$ cat src/rtl/rbuf_pkg.sv
package rbuf_pkg;

  typedef enum logic [2:0] {
    MODE_ONE_SHOT     = 3'd0,
    MODE_FREE_RUN     = 3'd1,
    MODE_FREE_RUN_BUF = 3'd2,
    MODE_SCAN_ONCE    = 3'd3,
    MODE_SCAN_LOOP    = 3'd4
  } conv_mode_e;

  // True for the modes that fill the bank with several results.
  function automatic logic mode_arms_ovr(logic [2:0] m);
    return (m == MODE_FREE_RUN_BUF) || (m == MODE_SCAN_ONCE) ||
           (m == MODE_SCAN_LOOP);
  endfunction

endpackage

$ cat src/rtl/rbuf_slot.sv
module rbuf_slot #(
  parameter int unsigned DATA_W = 10
) (
  input  logic              clk,
  input  logic              rst_n,
  input  logic              wr_hit,
  input  logic              rd_hit,
  input  logic [DATA_W-1:0] wr_data,
  output logic [DATA_W-1:0] q,
  output logic              full,
  output logic              overwrite
);

  always_ff @(posedge clk or negedge rst_n) begin
    if (!rst_n) begin
      q    <= '0;
      full <= 1'b0;
    end else begin
      if (wr_hit) q <= wr_data;
      if (wr_hit)      full <= 1'b1;
      else if (rd_hit) full <= 1'b0;
    end
  end

  // An unread value is lost unless the host takes it in the same cycle.
  assign overwrite = wr_hit && full && !rd_hit;

endmodule

$ cat src/rtl/rbuf_ovr_flag.sv
module rbuf_ovr_flag (
  input  logic clk,
  input  logic rst_n,
  input  logic restart,
  input  logic armed,
  input  logic overwrite_any,
  output logic flag
);

  always_ff @(posedge clk or negedge rst_n) begin
    if (!rst_n)                       flag <= 1'b0;
    else if (restart)                 flag <= 1'b0;
    else if (armed && overwrite_any)  flag <= 1'b1;
  end

endmodule

$ cat src/rtl/rbuf_rd_port.sv
module rbuf_rd_port #(
  parameter int unsigned NUM_SLOTS = 10,
  parameter int unsigned DATA_W    = 10,
  parameter int unsigned IDX_W     = 4
) (
  input  logic                              clk,
  input  logic                              rst_n,
  input  logic [NUM_SLOTS-1:0][DATA_W-1:0]  slot_q,
  input  logic                              rd_en,
  input  logic [IDX_W-1:0]                  rd_addr,
  output logic [DATA_W-1:0]                 rd_data,
  output logic                              rd_valid
);

  logic [DATA_W-1:0] sel;

  always_comb begin
    sel = '0;
    for (int i = 0; i < NUM_SLOTS; i++) begin
      if (rd_addr == IDX_W'(i)) sel = slot_q[i];
    end
  end

  always_ff @(posedge clk or negedge rst_n) begin
    if (!rst_n) begin
      rd_data  <= '0;
      rd_valid <= 1'b0;
    end else begin
      rd_valid <= rd_en;
      if (rd_en) rd_data <= sel;
    end
  end

endmodule

$ cat src/rtl/rbuf_top.sv
module rbuf_top #(
  parameter int unsigned NUM_SLOTS = 10,
  parameter int unsigned DATA_W    = 10,
  parameter int unsigned IDX_W     = 4
) (
  input  logic                 clk,
  input  logic                 rst_n,
  input  logic [2:0]           mode,
  input  logic                 restart,
  input  logic                 wr_valid,
  output logic                 wr_ready,
  input  logic [IDX_W-1:0]     wr_idx,
  input  logic [DATA_W-1:0]    wr_data,
  input  logic                 rd_en,
  input  logic [IDX_W-1:0]     rd_addr,
  output logic [DATA_W-1:0]    rd_data,
  output logic                 rd_valid,
  output logic [NUM_SLOTS-1:0] slot_full,
  output logic                 overrun
);

  logic [NUM_SLOTS-1:0]             wr_hit, rd_hit, ovw;
  logic [NUM_SLOTS-1:0][DATA_W-1:0] slot_q;
  logic                             wr_fire;

  assign wr_ready = 1'b1;
  assign wr_fire  = wr_valid && wr_ready;

  for (genvar i = 0; i < NUM_SLOTS; i++) begin : g_slot
    assign wr_hit[i] = wr_fire && (wr_idx == IDX_W'(i));
    assign rd_hit[i] = rd_en && (rd_addr == IDX_W'(i));

    rbuf_slot #(.DATA_W(DATA_W)) u_slot (
      .clk       (clk),
      .rst_n     (rst_n),
      .wr_hit    (wr_hit[i]),
      .rd_hit    (rd_hit[i]),
      .wr_data   (wr_data),
      .q         (slot_q[i]),
      .full      (slot_full[i]),
      .overwrite (ovw[i])
    );
  end

  rbuf_ovr_flag u_ovr (
    .clk           (clk),
    .rst_n         (rst_n),
    .restart       (restart),
    .armed         (rbuf_pkg::mode_arms_ovr(mode)),
    .overwrite_any (|ovw),
    .flag          (overrun)
  );

  rbuf_rd_port #(
    .NUM_SLOTS(NUM_SLOTS), .DATA_W(DATA_W), .IDX_W(IDX_W)
  ) u_rd (
    .clk      (clk),
    .rst_n    (rst_n),
    .slot_q   (slot_q),
    .rd_en    (rd_en),
    .rd_addr  (rd_addr),
    .rd_data  (rd_data),
    .rd_valid (rd_valid)
  );

endmodule

$ cat config.mk
export PLATFORM = sky130hd
export DESIGN_NAME = rbuf_top
export DESIGN_NICKNAME = d
export VERILOG_FILES = /design/src/rtl/rbuf_pkg.sv /design/src/rtl/rbuf_slot.sv /design/src/rtl/rbuf_ovr_flag.sv /design/src/rtl/rbuf_rd_port.sv /design/src/rtl/rbuf_top.sv
export SDC_FILE = /design/constraint.sdc
export NUM_CORES = 1
export LEC_CHECK = 0
export ABC_AREA = 1
export ABC_CLOCK_PERIOD_IN_PS = 1210
export CAP_MARGIN = 20
export CORE_MARGIN = 4
export CORE_UTILIZATION = 53
export DETAILED_ROUTE_END_ITERATION = 8
export GPL_ROUTABILITY_DRIVEN = 0
export GPL_TIMING_DRIVEN = 0
export MAX_ROUTING_LAYER = met4
export PLACE_DENSITY = 0.82
export SLEW_MARGIN = 20
export SYNTH_ARGS = -nofsm -noshare
export SYNTH_HDL_FRONTEND = slang
export SYNTH_SLANG_ARGS = --single-unit
$ cat constraint.sdc
create_clock -name clk -period 1.21 [get_ports clk]
set_input_delay 0.121 -clock clk [delete_from_list [all_inputs] [get_ports clk]]
set_output_delay 0.121 -clock clk [all_outputs]
set_load 0.01 [all_outputs]
==> metrics.md <==
| Metric | Value |
|---|---|
| Number of buffers created by CTS | `17` |
| P_int | `8300 uW` |
| Synth area leaders | `dfrtp_1, nand2_1, o21ai_0` |
| Post-route ant nets | `0` |
| Crit path kind | `reg -> reg` |
| CP max FO | `2` |
| Psw | `3240 uW` |
| Syn Nets | `718` |
| Comb pwr share | `16.3%` |
| Row count | `36` |
| First-pass GRT wire length | `24200 um` |
| Static Leak | `0.00342 uW` |
| CP Data Arrival Time | `1.69 ns` |
| Remaining routing DRC violations | `0` |
| Design area | `6820 um^2` |
| ANT cells | `0` |
| Setup Skew | `0.00990 ns` |
| Post-Syn Instances | `692` |
| Clock network power share | `37.1%` |
| Status | `finished with violations` |
| Post-synth top area share | `55.4%` |
| Initial antenna violation count | `0` |
| Area Growth Syn to Fin | `23.8%` |
| H-tree levels | `4` |
| Top post-synthesis cells by count | `nand2_1, dfrtp_1, o21ai_0` |
| Post-synth ARST share | `100%` |
| Nets | `788` |
| Placed cell count | `872` |
| Yosys warning total | `0` |
| Vias in the first global route | `5202` |
| Fillers | `732` |
| Synthesized area per cell | `7.96 um^2` |
| Total chip power | `11500 uW` |
| Fmax | `789 MHz` |
| Seq/Total Area, Yosys | `55.4%` |
| Initial Utilization | `55.3%` |
| Final worst path period share | `105%` |
| Max Cap Viol | `0` |
| Max IR drop VDD | `929 uV` |
| Bufs on Longest Clock Path | `2` |
| Switch share | `28.0%` |
| Sequential power share | `46.5%` |
| Die Height | `110 um` |
| Hold Path Cell Cnt | `3` |
| Pin count of the biggest net entering global routing | `71` |
| RSZ-0062 raised after global routing | `yes` |
| Die X-Extent | `110 um` |
| Core area | `9950 um^2` |
| Min Tclk post-route | `1.27 ns` |
| Setup crit end kind | `flop` |
| # clock sinks | `122` |
| Max-slew violation count | `0` |
| Slew headroom | `64.9%` |
| CTS root buf | `clkbuf_8` |
| TritonCTS clock tree | `done` |
| Most numerous cell in the Yosys netlist | `nand2_1` |
| Synth Register Bits | `122` |
| Power Density | `1690 nW/um^2` |
| Class of the worst hold path | `in -> reg` |
| Slew at the pin closest to its max-slew limit | `0.527 ns` |
| Routed WL | `15100 um` |
| Final hold violations | `0` |
| Post-synth top flop | `dfrtp_1` |
| R2R cell count | `8` |
| Setup TNS | `-0.180 ns` |
| Failing checks | `setup timing` |
| Clock transition at path regs | `0.06 ns` |
| Placement-stage cell area | `6160 um^2` |
| Worst setup SP type | `flop` |
| Total number of vias | `5179` |
| Post-synth top area cell | `dfrtp_1` |
| Vias per Instance | `5.71` |
| IO Port Bufs | `46` |
| I/O pins | `49` |
| DR pass1 iterations | `5` |
| # setup viols final | `5` |
| DR iter-0 viols | `533` |
| Smallest setup slack after layout | `-0.0578 ns` |
| WHS | `0.0486 ns` |
| Grt ovf | `0` |
| Post-Synthesis Cell Area | `5510 um^2` |
| Worst EP required | `1.63 ns` |
| Total die area | `12100 um^2` |
| Dpl hpwl | `9950 um` |
| Post-synth EDFFs | `0` |
| Layout cells sized above 1 | `17.3%` |
| Gr usage total | `27.3%` |
| Layout Cells excl Fill | `907` |
| Worst-Skew Late Latency | `0.53 ns` |
| Yosys cell types | `17` |
| Wire length per cell | `16.7 um` |
==> cells by family (layout without fill, tap and decap cells) <==
kind of cell,Yosys count,count (layout),synth area share (%)
AND/OR/NAND/NOR,339,339,25.1
AO/OA/AOI/OAI,127,127,11.5
flip-flops,122,122,55.4
buffers and inverters,103,185,7.88
other,1,1,0.0681
==> metal layers <==
metal / GRT usage [%] / up-vias / share of wire, %
met3: 6.87 / 65 / 7.0
li1: - / 2345 / -
met4: 15.8 / 0 / 4.6
met1: 30.8 / 2503 / 39
met5: - / - / 0
met2: 44.2 / 266 / 50
==> flip-flops by register name (all words and copies together), names as in the netlist <==
name,cells
u_ovr.flag,1
g_slot.u_slot.full,10
g_slot.u_slot.q,100
u_rd.rd_valid,1
u_rd.rd_data,10
==> cell usage in the layout (no fill, tap or decap), drive strengths merged <==
cell / count
a21oi: 13
buf: 44
clkbuf: 44
clkdlybuf4s15: 1
clkdlybuf4s50: 19
clkinv: 11
clkinvlp: 1
conb: 1
dfrtp: 122
dlygate4sd2: 2
dlygate4sd3: 1
dlymetal6s2s: 1
inv: 61
nand2: 209
nand3: 52
nand4: 10
nor2: 64
nor3: 4
o21ai: 114
==> metrics by stage <==
step | util [%] | worst slack, ns
final | 68.5 | -0.0578
after detailed placement | 61.9 | -0.886
after global placement | 61.6 | -4.49
after CTS | 67.0 | -0.0401
after floorplan | - | 0.0767
after global routing | 68.5 | -0.110
==> timing repair <==
action / in CTS / in global routing
hold buffers: 1 / 0
hold endpoints to repair: 57 / 0
setup endpoints to repair: 48 / 107
setup buffers: 9 / 4
resized for setup: 123 / 76
pin swaps: 1 / 7
==> power groups by stage <==
stage,Combinational (uW),Clock (uW),Sequential (uW)
detailed placement,1770,0,5400
CTS,1800,4300,5340
floorplan,1030,0,5320
finish,1880,4290,5370
global route,2130,4550,5450
global placement,1680,0,5360
==> final timing paths <==
path | endpoint | start | slack [ns]
hold reg to reg | u_rd.rd_data[2] | u_rd.rd_data[2] | 0.47
setup / recovery | u_rd.rd_data[0] | g_slot[0].u_slot.q[0] | -0.06
hold / removal | g_slot[2].u_slot.full | wr_valid | 0.05
max in group asynchronous | g_slot[9].u_slot.q[7] | rst_n | 0.36
min in group asynchronous | g_slot[2].u_slot.q[0] | rst_n | 0.13
setup reg to reg | u_rd.rd_data[0] | g_slot[0].u_slot.q[0] | -0.06
==> critical path, stage by stage, from the launching register on <==
cell and delay [ns]:
dfrtp_1 0.41, nand3_2 0.10, nand2_1 0.07, nor2_2 0.12, nand4_1 0.10, nor2_2 0.15, nand3_1 0.09, nand2_1 0.07
nand2_1 0.05
==> cell type report <==
type | count | area (um^2) | area share (%)
Sequential cell | 122 | 3050 | 44.7
Multi-Input combinational cell | 467 | 2150 | 31.6
Clock inverter | 10 | 52.6 | 0.770
Clock buffer | 21 | 449 | 6.58
Inverter | 63 | 236 | 3.47
Tap cell | 133 | 166 | 2.44
Buffer | 30 | 156 | 2.29
Timing Repair Buffer | 61 | 556 | 8.14
Power figures use the tool's default switching activity.
